$ cat src/rtl/brake_pkg.sv
package brake_pkg;

  typedef enum logic [2:0] {
    ST_IDLE,
    ST_ACK_L,
    ST_ACK_R,
    ST_SENSE,
    ST_TXL_FIRST,
    ST_TXR_LAST,
    ST_TXL_LAST
  } ctrlState_t;

  typedef enum logic [1:0] {
    TGT_MAX,
    TGT_LEFT,
    TGT_RIGHT
  } tgtSrc_t;

  typedef struct packed {
    logic    loadTarget;
    tgtSrc_t tgtSrc;
    logic    commit;
    logic    clearForce;
    logic    latchSensor;
  } dpStrobe_t;

endpackage

$ cat src/rtl/brake_datapath.sv
module brake_datapath
  import brake_pkg::*;
#(
  parameter int FORCE_W     = 2,
  parameter int NUM_SENSORS = 3,
  parameter int MAX_FORCE   = 2
) (
  input  logic                   clk,
  input  logic                   rstN,
  input  dpStrobe_t              strobe,
  input  logic [FORCE_W-1:0]     rxLeftForce,
  input  logic [FORCE_W-1:0]     rxRightForce,
  input  logic [NUM_SENSORS-1:0] distSense,
  output logic [FORCE_W-1:0]     forceLvl,
  output logic [FORCE_W-1:0]     targetLvl,
  output logic                   targetAbove,
  output logic                   forceBelowMax,
  output logic                   sensorHit,
  output logic [NUM_SENSORS-1:0] sensorSel
);

  localparam logic [FORCE_W-1:0] MAX_LVL = FORCE_W'(MAX_FORCE);

  logic [FORCE_W-1:0]     forceReg;
  logic [FORCE_W-1:0]     targetReg;
  logic [FORCE_W-1:0]     targetNext;
  logic [NUM_SENSORS-1:0] sensSelReg;
  logic [NUM_SENSORS-1:0] firstSens;

  // Lowest-numbered active sensor wins: scan from the top so the last hit sticks.
  always_comb begin
    firstSens = '0;
    for (int i = NUM_SENSORS - 1; i >= 0; i--) begin
      if (distSense[i]) begin
        firstSens    = '0;
        firstSens[i] = 1'b1;
      end
    end
  end

  always_comb begin
    unique case (strobe.tgtSrc)
      TGT_LEFT:  targetNext = rxLeftForce;
      TGT_RIGHT: targetNext = rxRightForce;
      default:   targetNext = MAX_LVL;
    endcase
  end

  always_ff @(posedge clk) begin
    if (!rstN) begin
      forceReg   <= '0;
      targetReg  <= '0;
      sensSelReg <= '0;
    end else begin
      if (strobe.loadTarget)  targetReg  <= targetNext;
      if (strobe.latchSensor) sensSelReg <= firstSens;
      if (strobe.commit)          forceReg <= targetReg;
      else if (strobe.clearForce) forceReg <= '0;
    end
  end

  assign forceLvl      = forceReg;
  assign targetLvl     = targetReg;
  assign targetAbove   = targetReg > forceReg;
  assign forceBelowMax = forceReg < MAX_LVL;
  assign sensorHit     = |distSense;
  assign sensorSel     = sensSelReg;

  // the applied force never leaves the legal range
  assert_force_legal_R3: assert property (@(posedge clk) disable iff (!rstN)
    forceReg <= MAX_LVL);

  // the latched sensor selection names at most one sensor
  assert_sensor_single_R7: assert property (@(posedge clk) disable iff (!rstN)
    $onehot0(sensSelReg));

  // a release strobe without a commit leaves the force at zero
  assert_release_zero_R9: assert property (@(posedge clk) disable iff (!rstN)
    (strobe.clearForce && !strobe.commit) |=> (forceReg == '0));

endmodule

$ cat src/rtl/brake_control.sv
module brake_control
  import brake_pkg::*;
#(
  parameter int FORCE_W    = 2,
  parameter int SPEED_W    = 2,
  parameter int HIGH_SPEED = 2
) (
  input  logic               clk,
  input  logic               rstN,
  input  logic               emergLever,
  input  logic               rxLeftValid,
  input  logic               rxRightValid,
  input  logic               leftAckIn,
  input  logic               rightAckIn,
  input  logic               sensorHit,
  input  logic [SPEED_W-1:0] speedLvl,
  input  logic [FORCE_W-1:0] forceLvl,
  input  logic               forceBelowMax,
  input  logic               targetAbove,
  output dpStrobe_t          strobe,
  output logic               txLeftReq,
  output logic               txRightReq,
  output logic               leftAckOut,
  output logic               rightAckOut,
  output logic               senseAckEn
);

  localparam logic [SPEED_W-1:0] HIGH_LVL = SPEED_W'(HIGH_SPEED);

  ctrlState_t state;
  ctrlState_t stateNext;
  logic       speedHigh;
  logic       anyEvent;
  logic       inIdle;

  assign speedHigh = speedLvl >= HIGH_LVL;
  assign anyEvent  = emergLever | rxLeftValid | rxRightValid | sensorHit;
  assign inIdle    = state == ST_IDLE;

  always_comb begin
    stateNext = state;
    strobe    = '{loadTarget: 1'b0, tgtSrc: TGT_MAX, commit: 1'b0,
                  clearForce: 1'b0, latchSensor: 1'b0};
    unique case (state)
      ST_IDLE: begin
        if (emergLever && forceBelowMax) begin
          strobe.loadTarget = 1'b1;
          strobe.tgtSrc     = TGT_MAX;
          stateNext         = ST_TXL_FIRST;
        end else if (rxLeftValid) begin
          strobe.loadTarget = 1'b1;
          strobe.tgtSrc     = TGT_LEFT;
          stateNext         = ST_ACK_L;
        end else if (rxRightValid) begin
          strobe.loadTarget = 1'b1;
          strobe.tgtSrc     = TGT_RIGHT;
          stateNext         = ST_ACK_R;
        end else if (sensorHit) begin
          strobe.latchSensor = 1'b1;
          stateNext          = ST_SENSE;
        end else if (!emergLever && speedLvl == '0 && forceLvl != '0) begin
          strobe.clearForce = 1'b1;
        end
      end
      ST_ACK_L: stateNext = targetAbove ? ST_TXR_LAST : ST_IDLE;
      ST_ACK_R: stateNext = targetAbove ? ST_TXL_LAST : ST_IDLE;
      ST_SENSE: begin
        if (speedHigh && forceBelowMax) begin
          strobe.loadTarget = 1'b1;
          strobe.tgtSrc     = TGT_MAX;
          stateNext         = ST_TXL_FIRST;
        end else begin
          stateNext = ST_IDLE;
        end
      end
      ST_TXL_FIRST: if (leftAckIn) stateNext = ST_TXR_LAST;
      ST_TXR_LAST: begin
        if (rightAckIn) begin
          strobe.commit = 1'b1;
          stateNext     = ST_IDLE;
        end
      end
      ST_TXL_LAST: begin
        if (leftAckIn) begin
          strobe.commit = 1'b1;
          stateNext     = ST_IDLE;
        end
      end
      default: stateNext = ST_IDLE;
    endcase
  end

  always_ff @(posedge clk) begin
    if (!rstN) state <= ST_IDLE;
    else       state <= stateNext;
  end

  assign txLeftReq   = (state == ST_TXL_FIRST) || (state == ST_TXL_LAST);
  assign txRightReq  = state == ST_TXR_LAST;
  assign leftAckOut  = state == ST_ACK_L;
  assign rightAckOut = state == ST_ACK_R;
  assign senseAckEn  = state == ST_SENSE;

  // lever at sub-maximum force opens the left handshake next cycle
  assert_lever_starts_left_R3: assert property (@(posedge clk) disable iff (!rstN)
    (inIdle && emergLever && forceBelowMax) |=> txLeftReq);

  // acknowledge to the left is a single-cycle pulse
  assert_left_ack_pulse_R4: assert property (@(posedge clk) disable iff (!rstN)
    leftAckOut |=> !leftAckOut);

  // acknowledge to the right is a single-cycle pulse
  assert_right_ack_pulse_R5: assert property (@(posedge clk) disable iff (!rstN)
    rightAckOut |=> !rightAckOut);

  // requests hold until acknowledged and fall right after
  assert_left_req_hold_R6: assert property (@(posedge clk) disable iff (!rstN)
    (txLeftReq && !leftAckIn) |=> txLeftReq);
  assert_left_req_drop_R6: assert property (@(posedge clk) disable iff (!rstN)
    (txLeftReq && leftAckIn) |=> !txLeftReq);
  assert_right_req_hold_R6: assert property (@(posedge clk) disable iff (!rstN)
    (txRightReq && !rightAckIn) |=> txRightReq);
  assert_right_req_drop_R6: assert property (@(posedge clk) disable iff (!rstN)
    (txRightReq && rightAckIn) |=> !txRightReq);

  // a sensor pulse alone in idle is acknowledged next cycle
  assert_sensor_ack_R7: assert property (@(posedge clk) disable iff (!rstN)
    (inIdle && sensorHit && !emergLever && !rxLeftValid && !rxRightValid) |=> senseAckEn);

  // stopped and idle with nothing pending releases the brakes
  assert_stop_release_R9: assert property (@(posedge clk) disable iff (!rstN)
    (inIdle && !anyEvent && speedLvl == '0 && forceLvl != '0) |=> (forceLvl == '0));

  // one handshake activity at a time
  assert_single_activity_R10: assert property (@(posedge clk) disable iff (!rstN)
    $onehot0({txLeftReq, txRightReq, leftAckOut, rightAckOut, senseAckEn}));

endmodule

$ cat src/rtl/brake_car_ctrl.sv
module brake_car_ctrl
  import brake_pkg::*;
#(
  parameter int FORCE_W     = 2,
  parameter int SPEED_W     = 2,
  parameter int NUM_SENSORS = 3,
  parameter int MAX_FORCE   = 2,
  parameter int HIGH_SPEED  = 2
) (
  input  logic                   clk,
  input  logic                   rstN,
  input  logic                   emergLever,
  input  logic [NUM_SENSORS-1:0] distSense,
  input  logic [SPEED_W-1:0]     speedLvl,
  input  logic                   rxLeftValid,
  input  logic [FORCE_W-1:0]     rxLeftForce,
  input  logic                   rxRightValid,
  input  logic [FORCE_W-1:0]     rxRightForce,
  input  logic                   leftAckIn,
  input  logic                   rightAckIn,
  output logic [FORCE_W-1:0]     forceLvl,
  output logic                   txLeftReq,
  output logic                   txRightReq,
  output logic [FORCE_W-1:0]     txForce,
  output logic                   leftAckOut,
  output logic                   rightAckOut,
  output logic [NUM_SENSORS-1:0] sensAck
);

  dpStrobe_t              strobe;
  logic                   targetAbove;
  logic                   forceBelowMax;
  logic                   sensorHit;
  logic                   senseAckEn;
  logic [NUM_SENSORS-1:0] sensorSel;

  brake_control #(
    .FORCE_W(FORCE_W), .SPEED_W(SPEED_W), .HIGH_SPEED(HIGH_SPEED)
  ) u_control (
    .clk(clk), .rstN(rstN), .emergLever(emergLever),
    .rxLeftValid(rxLeftValid), .rxRightValid(rxRightValid),
    .leftAckIn(leftAckIn), .rightAckIn(rightAckIn),
    .sensorHit(sensorHit), .speedLvl(speedLvl), .forceLvl(forceLvl),
    .forceBelowMax(forceBelowMax), .targetAbove(targetAbove),
    .strobe(strobe), .txLeftReq(txLeftReq), .txRightReq(txRightReq),
    .leftAckOut(leftAckOut), .rightAckOut(rightAckOut), .senseAckEn(senseAckEn)
  );

  brake_datapath #(
    .FORCE_W(FORCE_W), .NUM_SENSORS(NUM_SENSORS), .MAX_FORCE(MAX_FORCE)
  ) u_datapath (
    .clk(clk), .rstN(rstN), .strobe(strobe),
    .rxLeftForce(rxLeftForce), .rxRightForce(rxRightForce), .distSense(distSense),
    .forceLvl(forceLvl), .targetLvl(txForce), .targetAbove(targetAbove),
    .forceBelowMax(forceBelowMax), .sensorHit(sensorHit), .sensorSel(sensorSel)
  );

  assign sensAck = senseAckEn ? sensorSel : '0;

endmodule

$ cat config.mk
export PLATFORM = sky130hd
export DESIGN_NAME = brake_car_ctrl
export DESIGN_NICKNAME = d
export VERILOG_FILES = /design/src/rtl/brake_pkg.sv /design/src/rtl/brake_datapath.sv /design/src/rtl/brake_control.sv /design/src/rtl/brake_car_ctrl.sv
export SDC_FILE = /design/constraint.sdc
export NUM_CORES = 1
export LEC_CHECK = 0
export ABC_AREA = 0
export BUFFER_PORTS_ARGS = -buffer_cell sky130_fd_sc_hd__buf_2
export CAP_MARGIN = 25
export CORE_ASPECT_RATIO = 1.75
export CORE_UTILIZATION = 30
export CTS_BUF_LIST = sky130_fd_sc_hd__clkbuf_4 sky130_fd_sc_hd__clkbuf_8 sky130_fd_sc_hd__clkbuf_16
export CTS_CLUSTER_DIAMETER = 200
export CTS_CLUSTER_SIZE = 30
export DETAILED_ROUTE_END_ITERATION = 12
export GPL_ROUTABILITY_DRIVEN = 0
export PLACE_DENSITY = 0.54
export SETUP_SLACK_MARGIN = 0.15
export SYNTH_ARGS = -nofsm -noshare
export SYNTH_HDL_FRONTEND = slang
export SYNTH_SLANG_ARGS = --single-unit
$ cat constraint.sdc
create_clock -name clk -period 1.71 [get_ports clk]
set_input_delay 0.342 -clock clk [delete_from_list [all_inputs] [get_ports clk]]
set_output_delay 0.342 -clock clk [all_outputs]
set_load 0.01 [all_outputs]
-- Word-level counts from Yosys, hierarchy flattened
Cells that the tools add are included.
Widths: inputs -> output; s select.
- bits in registers: 10
- bits of input ports: 16
- output and inout port bits: 11
- word-level logic and storage cells: 63
- magnitude comparators: 3
- equality and inequality tests: 12
- mux-type cells: 32
- reductions and logical operators: 12
- operators with widths (kind ; number):
    $mux 3 ; 17
    $pmux 3 s7 ; 1
    $mux 2 ; 6
    $eq 3x3->1 const B ; 3
    $eq 3x2->1 const B ; 2
    $ne 2x2->1 const B ; 3
    $pmux 3 s2 ; 1
    $mux 1 ; 5
    $ne 5x5->1 const B ; 1
    $logic_and 1x1->1 ; 4
    $pmux 2 s2 ; 1
    $reduce_and 4->1 ; 1
    $reduce_bool 2->1 ; 2
    $eq 3x1->1 const B ; 1
    $logic_not 3->1 ; 1
    $reduce_or 3->1 ; 1
    $eq 2x1->1 const B ; 1
    $eq 2x2->1 const B ; 1
    $ge 2x2->1 const B ; 1
    $gt 2x2->1 ; 1
    $logic_not 2->1 ; 1
    $lt 2x2->1 const B ; 1
    $pmux 1 s2 ; 1
    $logic_not 1->1 ; 1
    $logic_or 1x1->1 ; 1

-- Longest topological paths before layout
Gate-level depths: netlist of the first run.
- depth in word-level cells: 11
- mapped depth: 8
- gate-level depth less buffers: 7

-- Cells and area by module
Synthesis of the first run repeated with hierarchy kept, for this count alone.
- cells, all modules: 97
- area, all modules: 792.0 um^2
- by module, submodules not included (module ; instances ; cells each ; area an instance (um^2) ; sequential area each (um^2)):
    brake_control ; 1 ; 54 ; 394.1 ; 60.1
    brake_datapath ; 1 ; 40 ; 379.1 ; 140.1
    brake_car_ctrl ; 1 ; 3 ; 18.8 ; 0.0

-- Least setup slack after synthesis of the first run
No wires, ideal clock.
- kind: register to register
- start point: register u_datapath.forceReg[1] (netlist: u_datapath.forceLvl[1])
- end point: register u_datapath.targetReg[1] (netlist: u_datapath.targetLvl[1])
- library setup time: 126 ps
- data arrival time: 1452 ps
- data required time: 1584 ps
- setup slack: 132 ps
- cell stages (with the launch flop): 9
- path buffers: 1
- period minus slack after synthesis: 1578 ps
- path through: dfxtp_1 > nand2b_1 > clkbuf_2 > and3_1 > inv_1 > ha_1 > a221o_1 > nand2_1 > mux2i_1
- longest elaborated chain between the ends: 6
- elaborated cells on any way between the ends: 9
- ends and longest elaborated chain (element ; line ; text):
    from (decl) ; brake_datapath.sv:24 ; logic [FORCE_W-1:0] forceReg;
    from (signal assigned) ; brake_datapath.sv:57 ; if (strobe.commit) forceReg <= targetReg;
    $lt 2x2->1 (*) ; brake_datapath.sv:65 ; assign forceBelowMax = forceReg < MAX_LVL;
    $logic_and 1x1->1 ; brake_control.sv:46 ; if (emergLever && forceBelowMax) begin
    $mux 3 ; brake_control.sv:46 ;
    $pmux 3 s2 (*) ; brake_control.sv:44 ; unique case (state)
    $eq 2x2->1 or $eq 2x1->1 (tied branches) ; brake_datapath.sv:42 ; unique case (strobe.tgtSrc)
    $pmux 2 s2 ; brake_datapath.sv:42 ;
    to (signal assigned) ; brake_datapath.sv:55 ; if (strobe.loadTarget) targetReg <= targetNext;
    to (decl) ; brake_datapath.sv:25 ; logic [FORCE_W-1:0] targetReg;
Every way passes the cells marked *; elsewhere a longest branch is shown, timed or not.
A chain may end at the register's enable or synchronous reset.

-- Worst setup path in the final report of the first run
- start point: register u_control.state[0]
- end point: register u_datapath.forceReg[0] (netlist: u_datapath.forceLvl[0])
- longest elaborated chain between the ends: 3
- elaborated cells on any way between the ends: 7
- ends and longest elaborated chain (element ; line ; text):
    from (decl) ; brake_control.sv:30 ; ctrlState_t state;
    from (signal assigned) ; brake_control.sv:95 ; else state <= stateNext;
    $eq 3x3->1 or $logic_not 3->1 (tied branches) ; -- ;
    $pmux 1 s2 or $mux 2 (tied branches) ; brake_control.sv:44 ;
    $mux 2 or $reduce_bool 2->1 (tied branches) ; -- ;
Several ways; a longest one is shown, not always the timed one.

==> summary.md, run 1 <==
| Metric | Value |
|---|---|
| Critical Path End Type | `flop` |
| Routed length per instance | `13.6 um` |
| Critical Path Source Type | `flop` |
| DRT Wirelength | `2190 um` |
| Worst hold path cell count | `3` |
| Slew HR | `76.4%` |
| Drt drc | `0` |
| Root Buffer | `clkbuf_8` |
| Slew of the pin with the lowest slew margin | `0.352 ns` |
| Upper clock frequency limit | `0.632 GHz` |
| Max-cap violations | `0` |
| Crit share post-route | `92.6%` |
| Inst Count DP | `149` |
| Core Area | `0.00233 mm^2` |
| Via/cell ratio | `5.27` |
| RSZ-0062 raised after global routing | `true` |
| Hold Slack | `0.428 ns` |
| Sequential element share of the synthesized area | `26.3%` |
| Port Buffers | `26` |
| Vias in the first global route | `838` |
| TritonRoute pass-1 iters | `4` |
| Critical-path cell list | `nor3_4 -> buf_6 -> nand4_4 -> or4_4 -> a41o_1` |
| Critical path's slowest cell | `or4_4` |
| Antenna violations before repair | `0` |
| Clock-pin slew on the worst setup and hold paths | `0.05 ns` |
| I/O pin total | `27` |
| Post-route insts no fill | `161` |
| DR vias | `848` |
| FILL cells | `226` |
| VDD IR max | `0.000633 V` |
| Post-route minimum period | `1.58 ns` |
| H-tree depth | `1` |
| Clk_lat worst skew | `0.24 ns` |
| CTS tree | `done` |
| Power consumption | `1.55 mW` |
| Pins Over Slew Limit | `0` |
| Peak fanout along the critical path | `3` |
| CTS sink cnt | `10` |
| CTS buffer count | `3` |
| Setup violators final | `0` |
| Static leakage | `0.551 nW` |
| Diode count | `0` |
| Global route overflow | `0` |
| Critical path class | `flop to flop` |
| Final Hold Violating Endpoints | `0` |
| HPWL Detailed | `1630 um` |
| Largest net degree at the start of global routing | `15` |
| Setup TNS | `0 ns` |
| Wire length of the first global-routing pass | `3350 um` |
| Die Wd | `40.1 um` |
| Status | `finished, final reports clean` |
| Post-layout nets | `157` |
| Crit path required time | `1.84 ns` |
| Mapped Cells | `94` |
| FF+latch count, synth | `10` |
| Final ANT Viol Nets | `0` |
| Syn Std Cell Area | `761 um^2` |
| Syn avg cell area | `8.09 um^2` |
| Fin Clk Skew | `0.00111 ns` |
| Worst Path Arrival | `1.72 ns` |
| Utilization after layout | `51.7%` |
| Initial Util | `32.6%` |
| CP top delay family | `simple AND/OR/NAND/NOR gates` |
| Area grow syn2layout | `58.4%` |
| Overall Global Routing Usage | `17.4%` |
| CP peak stage delay | `0.43 ns` |
| Syn nets | `114` |
| Die Y-Extent | `68.6 um` |
| PD cells | `1290 mW/mm^2` |
| Worst r2r path cells | `5` |
| DR iter-0 viols | `23` |
| Die ar. | `0.00275 mm^2` |
| Warnings from Yosys | `0` |
| Crit path depth | `5` |
| Clock tree buffer depth | `2` |
| Share of cells above drive strength 1 | `51.5%` |
| CP bufs+invs | `1` |
| Yosys cell types | `36` |
| Hold Crit Class | `input port to flop` |
| Row count | `23` |
| Hold_buf cts | `0` |
## tightest hold or removal path, delay by kind of cell
kind            cells  cell delay (ns)
compound gates      1             0.07
simple gates        1             0.10
buf+inv             1             0.11
## layer usage
metal	GRT usage [%]	vias up	wire length, um
met2	31.7	25	1200
met5	0	-	0
li1	-	428	-
met3	1.92	5	84
met1	18.3	390	861
met4	9.05	0	44
## report_power, final
| group | internal (mW) | switching (mW) | total (mW) |
|---|---|---|---|
| registers | 0.289 | 0.0507 | 0.340 |
| clock network | 0.203 | 0.0965 | 0.299 |
| logic | 0.478 | 0.433 | 0.911 |
## cell families (layout without fill, tap and decap cells)
| kind of cell | Yosys count | in the layout | synth area share (%) |
|---|---|---|---|
| AOI/OAI and AO/OA | 22 | 22 | 21.7 |
| DFF | 10 | 10 | 26.3 |
| buffers and inverters | 12 | 54 | 6.58 |
| and+or+nand+nor | 43 | 43 | 34.9 |
| muxes | 3 | 3 | 3.95 |
| adders and majority gates | 4 | 4 | 6.58 |
## per-stage QoR
| step | setup slack, ns | instance area, um^2 |
|---|---|---|
| finish | 0.127 | 1200 |
| global route | 0.0781 | 1200 |
| floorplan | 0.150 | 762 |
| global placement | 0.00162 | 967 |
| CTS | 0.128 | 1110 |
| detailed placement | -0.000962 | 967 |
## flip-flops by register name, summed over array words and instances, names as in the netlist
signal,count
u_control.state,3
u_datapath.forceLvl,2
u_datapath.sensorSel,3
u_datapath.targetLvl,2
## Yosys cell counts
cell type,number,area (um^2)
dfxtp_1,10,200
inv_1,7,26.3
nand2_1,6,22.5
nor2_1,6,22.5
nor2b_1,5,31.3
ha_1,4,50.1
o211ai_1,4,30.0
o21ai_0,4,20.0
a21oi_1,3,15.0
and2_1,3,18.8
and3_1,3,18.8
buf_2,3,15.0
mux2i_1,3,30.0
nand2b_1,3,18.8
nand3b_1,3,22.5
a221o_1,2,20.0
a32o_1,2,20.0
and3b_1,2,17.5
nand3_1,2,10.0
nand4_1,2,12.5
or3_1,2,12.5
a211o_1,1,8.76
a21boi_1,1,7.51
a22o_1,1,8.76
a31oi_1,1,6.26
a41o_1,1,10.0
clkbuf_1,1,3.75
clkbuf_2,1,5.00
nand4_2,1,12.5
nor3_1,1,5.00
nor3_4,1,16.3
nor3b_1,1,7.51
o2bb2ai_1,1,8.76
o32a_1,1,10.0
or3b_2,1,8.76
or4_1,1,7.51
## repair_timing
item,CTS,global route
pin swaps,7,5
setup endpoints to repair,8,10
setup buffers,6,2
gates resized for setup,14,15
## final timing paths
| path | startpoint | end | slack (ns) |
|---|---|---|---|
| setup reg to reg | u_control.state[0] | u_datapath.forceLvl[0] | 0.13 |
| hold / removal | rxLeftValid | u_control.state[1] | 0.43 |
| setup / recovery | u_control.state[0] | u_datapath.forceLvl[0] | 0.13 |
| hold reg to reg | u_datapath.sensorSel[2] | u_datapath.sensorSel[2] | 0.44 |
## cells in the final DEF (no fill, tap or decap), types with 4 or more instances in the layout
cell,count
buf_2,26
buf_4,13
nand2_1,6
dfxtp_1,6
nor2b_1,5
inv_1,4
o211ai_1,4
nor2_1,4
clkbuf_8,4
buf_6,4
dfxtp_2,4
## final cells by class
type,count,area (um^2),area share (%)
Tap cell,25,31.3,2.60
Sequential cell,10,205,17.0
Inverter,7,26.3,2.18
Timing Repair Buffer,43,273,22.6
Multi-Input combinational cell,72,614,51.0
Clock buffer,4,55.1,4.57
Note: power is estimated with default switching activity, not from simulation.
==> inputs of run 2 (changes only) <==
--- a/config.mk
+++ b/config.mk
@@ -19,2 +19,3 @@
 export SETUP_SLACK_MARGIN = 0.15
+export SKIP_CTS_REPAIR_TIMING = 1
 export SYNTH_ARGS = -nofsm -noshare
==> constraint.sdc (replaced) <==
create_clock -name clk -period 1.71 [get_ports clk]
set_input_delay 0 -clock clk [delete_from_list [all_inputs] [get_ports clk]]
set_output_delay 0 -clock clk [all_outputs]
set_load 0.01 [all_outputs]
==> summary.md, run 2 (synthesized netlist as in run 1, its figures left out) <==
| Metric | Value |
|---|---|
| Final Hold Violating Endpoints | `0` |
| Critical Path Source Type | `flop` |
| Clock-pin slew on the worst setup and hold paths | `0.05 ns` |
| Crit share post-route | `90.7%` |
| Max-cap violations | `0` |
| Clk_lat worst skew | `0.24 ns` |
| Design internal power | `0.817 mW` |
| DR iter-0 viols | `17` |
| Die Wd | `40.1 um` |
| Setup TNS | `0 ns` |
| Hold Crit Class | `input port to flop` |
| Vias in the first global route | `773` |
| R2r setup slk | `0.16 ns` |
| Drt drc | `0` |
| Initial Util | `32.6%` |
| Antenna violations before repair | `0` |
| Share of cells above drive strength 1 | `39.7%` |
| Peak fanout along the critical path | `4` |
| Critical path class | `flop to flop` |
| Flop pwr share | `25.2%` |
| Upper clock frequency limit | `0.645 GHz` |
| Final ANT Viol Nets | `0` |
| Storage element area | `203 um^2` |
| Overall Global Routing Usage | `16.7%` |
| Post-route minimum period | `1.55 ns` |
| I/O pin total | `27` |
| Die Y-Extent | `68.6 um` |
| DR vias | `790` |
| Post-route insts no fill | `151` |
| Slew HR | `74.8%` |
| FILL cells | `242` |
| Hold EP | `u_datapath.sensorSel[0]` |
| Switching portion of total power | `37.3%` |
| Core Area | `0.00233 mm^2` |
| Worst hold path cell count | `3` |
| Worst r2r dst | `u_datapath.targetLvl[1]` |
| Largest net degree at the start of global routing | `15` |
| Worst Path Arrival | `1.67 ns` |
| Net Switching | `0.485 mW` |
| Global route overflow | `0` |
| Fin Clk Skew | `0.00267 ns` |
| Critical Path End Type | `flop` |
| Pins Over Slew Limit | `0` |
| Post-layout nets | `147` |
| Die ar. | `0.00275 mm^2` |
| Routed length per instance | `12.7 um` |
| Crit path required time | `1.83 ns` |
| R2R Path Start | `u_control.state[1]` |
| Hold path startpoint | `distSense[0]` |
| PD cells | `1240 mW/mm^2` |
| CP bufs+invs | `1` |
| Static leakage | `0.502 nW` |
| CTS tree | `done` |
| RSZ-0062 raised after global routing | `true` |
| Row count | `23` |
| Slew of the pin with the lowest slew margin | `0.376 ns` |
| Inst Count DP | `145` |
| Most frequent cells in the layout | `buf_2, dfxtp_1, buf_4` |
| TritonRoute pass-1 iters | `4` |
| Critical-path cell list | `nor3_4 -> and3_4 -> inv_2 -> ha_4 -> a221o_1 -> nand2_1 -> mux2i_1` |
| Setup violators final | `0` |
| Multi-input logic area | `554 um^2` |
| H-tree depth | `1` |
| Via/cell ratio | `5.23` |
| Status | `finished, final reports clean` |
| CP top delay family | `simple AND/OR/NAND/NOR gates` |
| Clock tree buffer depth | `2` |
| Wire length of the first global-routing pass | `3200 um` |
| Diode count | `0` |
| Port Buffers | `26` |
| CP peak stage delay | `0.33 ns` |
| Area grow syn2layout | `38.3%` |
| Most common cell after layout, fill and taps aside | `buf_2` |
| Clock share of power | `22.9%` |
| CTS buffer count | `3` |
| Worst r2r path cells | `7` |
| Root Buffer | `clkbuf_8` |
| Critical path's slowest cell | `dfxtp_2` |
| Logic pwr share | `51.8%` |
| DRT Wirelength | `1920 um` |
| Utilization after layout | `45.1%` |
| HPWL Detailed | `1540 um` |
| VDD IR max | `0.000628 V` |
| CTS sink cnt | `10` |
==> run 2: cell count changes in the layout (fill, tap and decap cells not counted), sizes merged <==
cell	previous run	this run
buf	43	33
==> run 2: how the worst max path moves through the flow <==
stage	start	cells past startpoint	slack, ns	endpoint
finish	u_control.state[1]	7	0.16	u_datapath.targetLvl[1]
global route	u_control.state[1]	6	0.08	u_datapath.targetLvl[1]
CTS	u_datapath.forceLvl[1]	6	0.09	u_datapath.targetLvl[1]
detailed placement	u_datapath.forceLvl[1]	6	0.1	u_datapath.targetLvl[1]
global placement	u_datapath.forceLvl[1]	6	0.12	u_datapath.targetLvl[1]
floorplan	u_datapath.forceLvl[1]	7	0.15	u_datapath.targetLvl[1]
==> run 2: area by class of cell <==
cell class | instances | area share [%]
timing repair buffer | 33 | 17.4
sequential | 10 | 19.3
tap | 25 | 2.97
inverter | 7 | 2.50
multi-input combinational | 72 | 52.7
clock buffer | 4 | 5.23
==> run 2: power by group through the flow <==
stage | logic (mW) | registers [mW] | clock network [mW]
floorplan | 0.441 | 0.331 | 0
global placement | 0.639 | 0.327 | 0
detailed placement | 0.642 | 0.327 | 0
CTS | 0.645 | 0.322 | 0.305
global route | 0.762 | 0.335 | 0.322
finish | 0.675 | 0.329 | 0.299
==> run 2: routing by layer <==
metal / vias to the layer above / share of wire, % / track usage (%)
met5: - / 0 / 0
met4: 0 / 2.1 / 9.05
met3: 4 / 3.4 / 1.92
met2: 21 / 51 / 28.4
met1: 353 / 43 / 19.2
li1: 412 / - / -
==> run 2: stage by stage <==
stage	instance area (um^2)	hold WS (ns)	power, mW	setup WS [ns]
2_1_floorplan	762	0.166	0.771	0.150
3_3_place_gp	937	0.317	0.966	0.122
3_5_place_dp	937	0.327	0.969	0.0962
4_1_cts	992	0.0822	1.27	0.0878
5_1_grt	1050	0.102	1.42	0.0799
6_report	1050	0.0809	1.30	0.158
==> run 2: worst min-delay path, delay by kind of cell <==
kind                   cells  cell delay (ns)
muxes                      1             0.07
and+or+nand+nor            1             0.10
buffers and inverters      1             0.12
==> inputs of run 3 (changes only) <==
Clock period 1.71 ns to 1.8 ns, I/O delays scaled along.
==> summary.md, run 3 (synthesized netlist as in run 1, its figures left out) <==
| Metric | Value |
|---|---|
| Status | `finished, final reports clean` |
| Post-layout nets | `146` |
| PD cells | `1130 mW/mm^2` |
| Critical Path Source Type | `flop` |
| DR iter-0 viols | `19` |
| Antenna violations before repair | `0` |
| Final setup margin | `0.172 ns` |
| Most common cell after layout, fill and taps aside | `buf_2` |
| Area grow syn2layout | `32.9%` |
| CP startpoint | `u_control.state[1]` |
| Clk_lat worst skew | `0.24 ns` |
| Worst Path Arrival | `1.75 ns` |
| Share of cells above drive strength 1 | `36.3%` |
| Critical Path End Type | `flop` |
| CTS tree | `done` |
| Slew of the pin with the lowest slew margin | `0.354 ns` |
| Crit path required time | `1.92 ns` |
| Setup violators final | `0` |
| Clock tree buffer depth | `2` |
| Core Area | `0.00233 mm^2` |
| Vias in the first global route | `736` |
| CTS sink cnt | `10` |
| Die Y-Extent | `68.6 um` |
| Upper clock frequency limit | `0.614 GHz` |
| RSZ-0062 raised after global routing | `true` |
| Overall Global Routing Usage | `16.5%` |
| I/O pin total | `27` |
| Root Buffer | `clkbuf_8` |
| Critical path class | `flop to flop` |
| Routed length per instance | `13.0 um` |
| Pins Over Slew Limit | `0` |
| Final ANT Viol Nets | `0` |
| FILL cells | `257` |
| Clock-pin slew on the worst setup and hold paths | `0.05 ns` |
| HPWL Detailed | `1510 um` |
| DP Worst Slack | `0.129 ns` |
| Die ar. | `0.00275 mm^2` |
| Crit share post-route | `90.5%` |
| Worst r2r path cells | `6` |
| Slew HR | `76.3%` |
| Port Buffers | `26` |
| Max-cap violations | `0` |
| Fin Clk Skew | `0.00667 ns` |
| Final Hold Violating Endpoints | `0` |
| DRT Wirelength | `1930 um` |
| VDD IR max | `0.000479 V` |
| Hold Crit Class | `input port to flop` |
| Post-route minimum period | `1.63 ns` |
| Worst r2r dst | `u_datapath.targetLvl[1]` |
| Initial Util | `32.6%` |
| Drt drc | `0` |
| Static leakage | `0.486 nW` |
| R2R Path Start | `u_control.state[1]` |
| H-tree depth | `1` |
| Placed inst area | `928 um^2` |
| TritonRoute pass-1 iters | `4` |
| Die Wd | `40.1 um` |
| Peak fanout along the critical path | `6` |
| Most frequent cells in the layout | `buf_2, dfxtp_1` |
| Diode count | `0` |
| CP endpoint | `u_datapath.targetLvl[1]` |
| Row count | `23` |
| Wire length of the first global-routing pass | `3110 um` |
| Setup TNS | `0 ns` |
| Largest net degree at the start of global routing | `15` |
| DR vias | `799` |
| Via/cell ratio | `5.36` |
| R2r setup slk | `0.17 ns` |
| CTS buffer count | `3` |
| Design area | `0.00101 mm^2` |
| Global route overflow | `0` |
run 3: changes by cell type in the layout (fill, tap and decap cells not counted):
cell / previous run / this run
nand2b_4: 1 / 0
o21ai_1: 2 / 0
inv_1: 5 / 6
nor2b_2: 1 / 0
nand2b_2: 0 / 1
ha_4: 2 / 1
inv_2: 2 / 1
buf_4: 7 / 6
clkbuf_8: 4 / 3
nor2b_1: 4 / 5
ha_1: 2 / 3
o21ai_0: 2 / 4
run 3: layer usage:
| layer | track usage (%) | routed length [um] | vias to the layer above |
|---|---|---|---|
| met5 | 0 | 0 | - |
| met4 | 11.6 | 51 | 0 |
| met3 | 1.92 | 72 | 5 |
| met2 | 27.2 | 1000 | 20 |
| met1 | 18.4 | 802 | 367 |
| li1 | - | - | 407 |
run 3: area by class of cell:
type / count / area (um^2) / area share [%]
timing repair buffer: 32 / 175 / 17.3
clock buffer: 3 / 41.3 / 4.08
sequential: 10 / 203 / 20.0
inverter: 7 / 26.3 / 2.60
tap: 25 / 31.3 / 3.09
multi-input combinational: 72 / 534 / 52.8
run 3: report_power, final:
part	total [mW]	internal (mW)	leakage (nW)	switching, mW
Sequential	0.310	0.270	0.0826	0.0401
Combinational	0.601	0.280	0.382	0.321
Clock	0.236	0.147	0.0216	0.0897
run 3: worst max-delay path, stage by stage (launching register included):
cell     delay [ns]
dfxtp_2        0.33
nor3_4         0.30
and3_4         0.26
ha_1           0.24
a221o_1        0.26
nand2_1        0.07
mux2i_1        0.07
run 3: worst min-delay path by stage:
stage / startpoint / endpoint / slack, ns / depth (start not counted)
floorplan: distSense[0] / u_datapath.sensorSel[0] / 0.17 / 2
global route: speedLvl[0] / u_datapath.forceLvl[1] / 0.11 / 3
CTS: distSense[0] / u_datapath.sensorSel[1] / 0.09 / 3
global placement: distSense[0] / u_datapath.sensorSel[0] / 0.32 / 3
finish: speedLvl[0] / u_datapath.forceLvl[1] / 0.07 / 3
detailed placement: distSense[0] / u_datapath.sensorSel[0] / 0.34 / 3
run 3: through the flow:
stage          hold slack [ns]  util (%)  std cells  total power, mW
6_report                0.0712      43.4        149             1.15
5_1_grt                  0.110      43.4        149             1.24
4_1_cts                 0.0928      41.6        147             1.13
3_5_place_dp             0.335      39.8        144            0.897
3_3_place_gp             0.320      39.8        144            0.897
2_1_floorplan            0.166         -         94            0.733
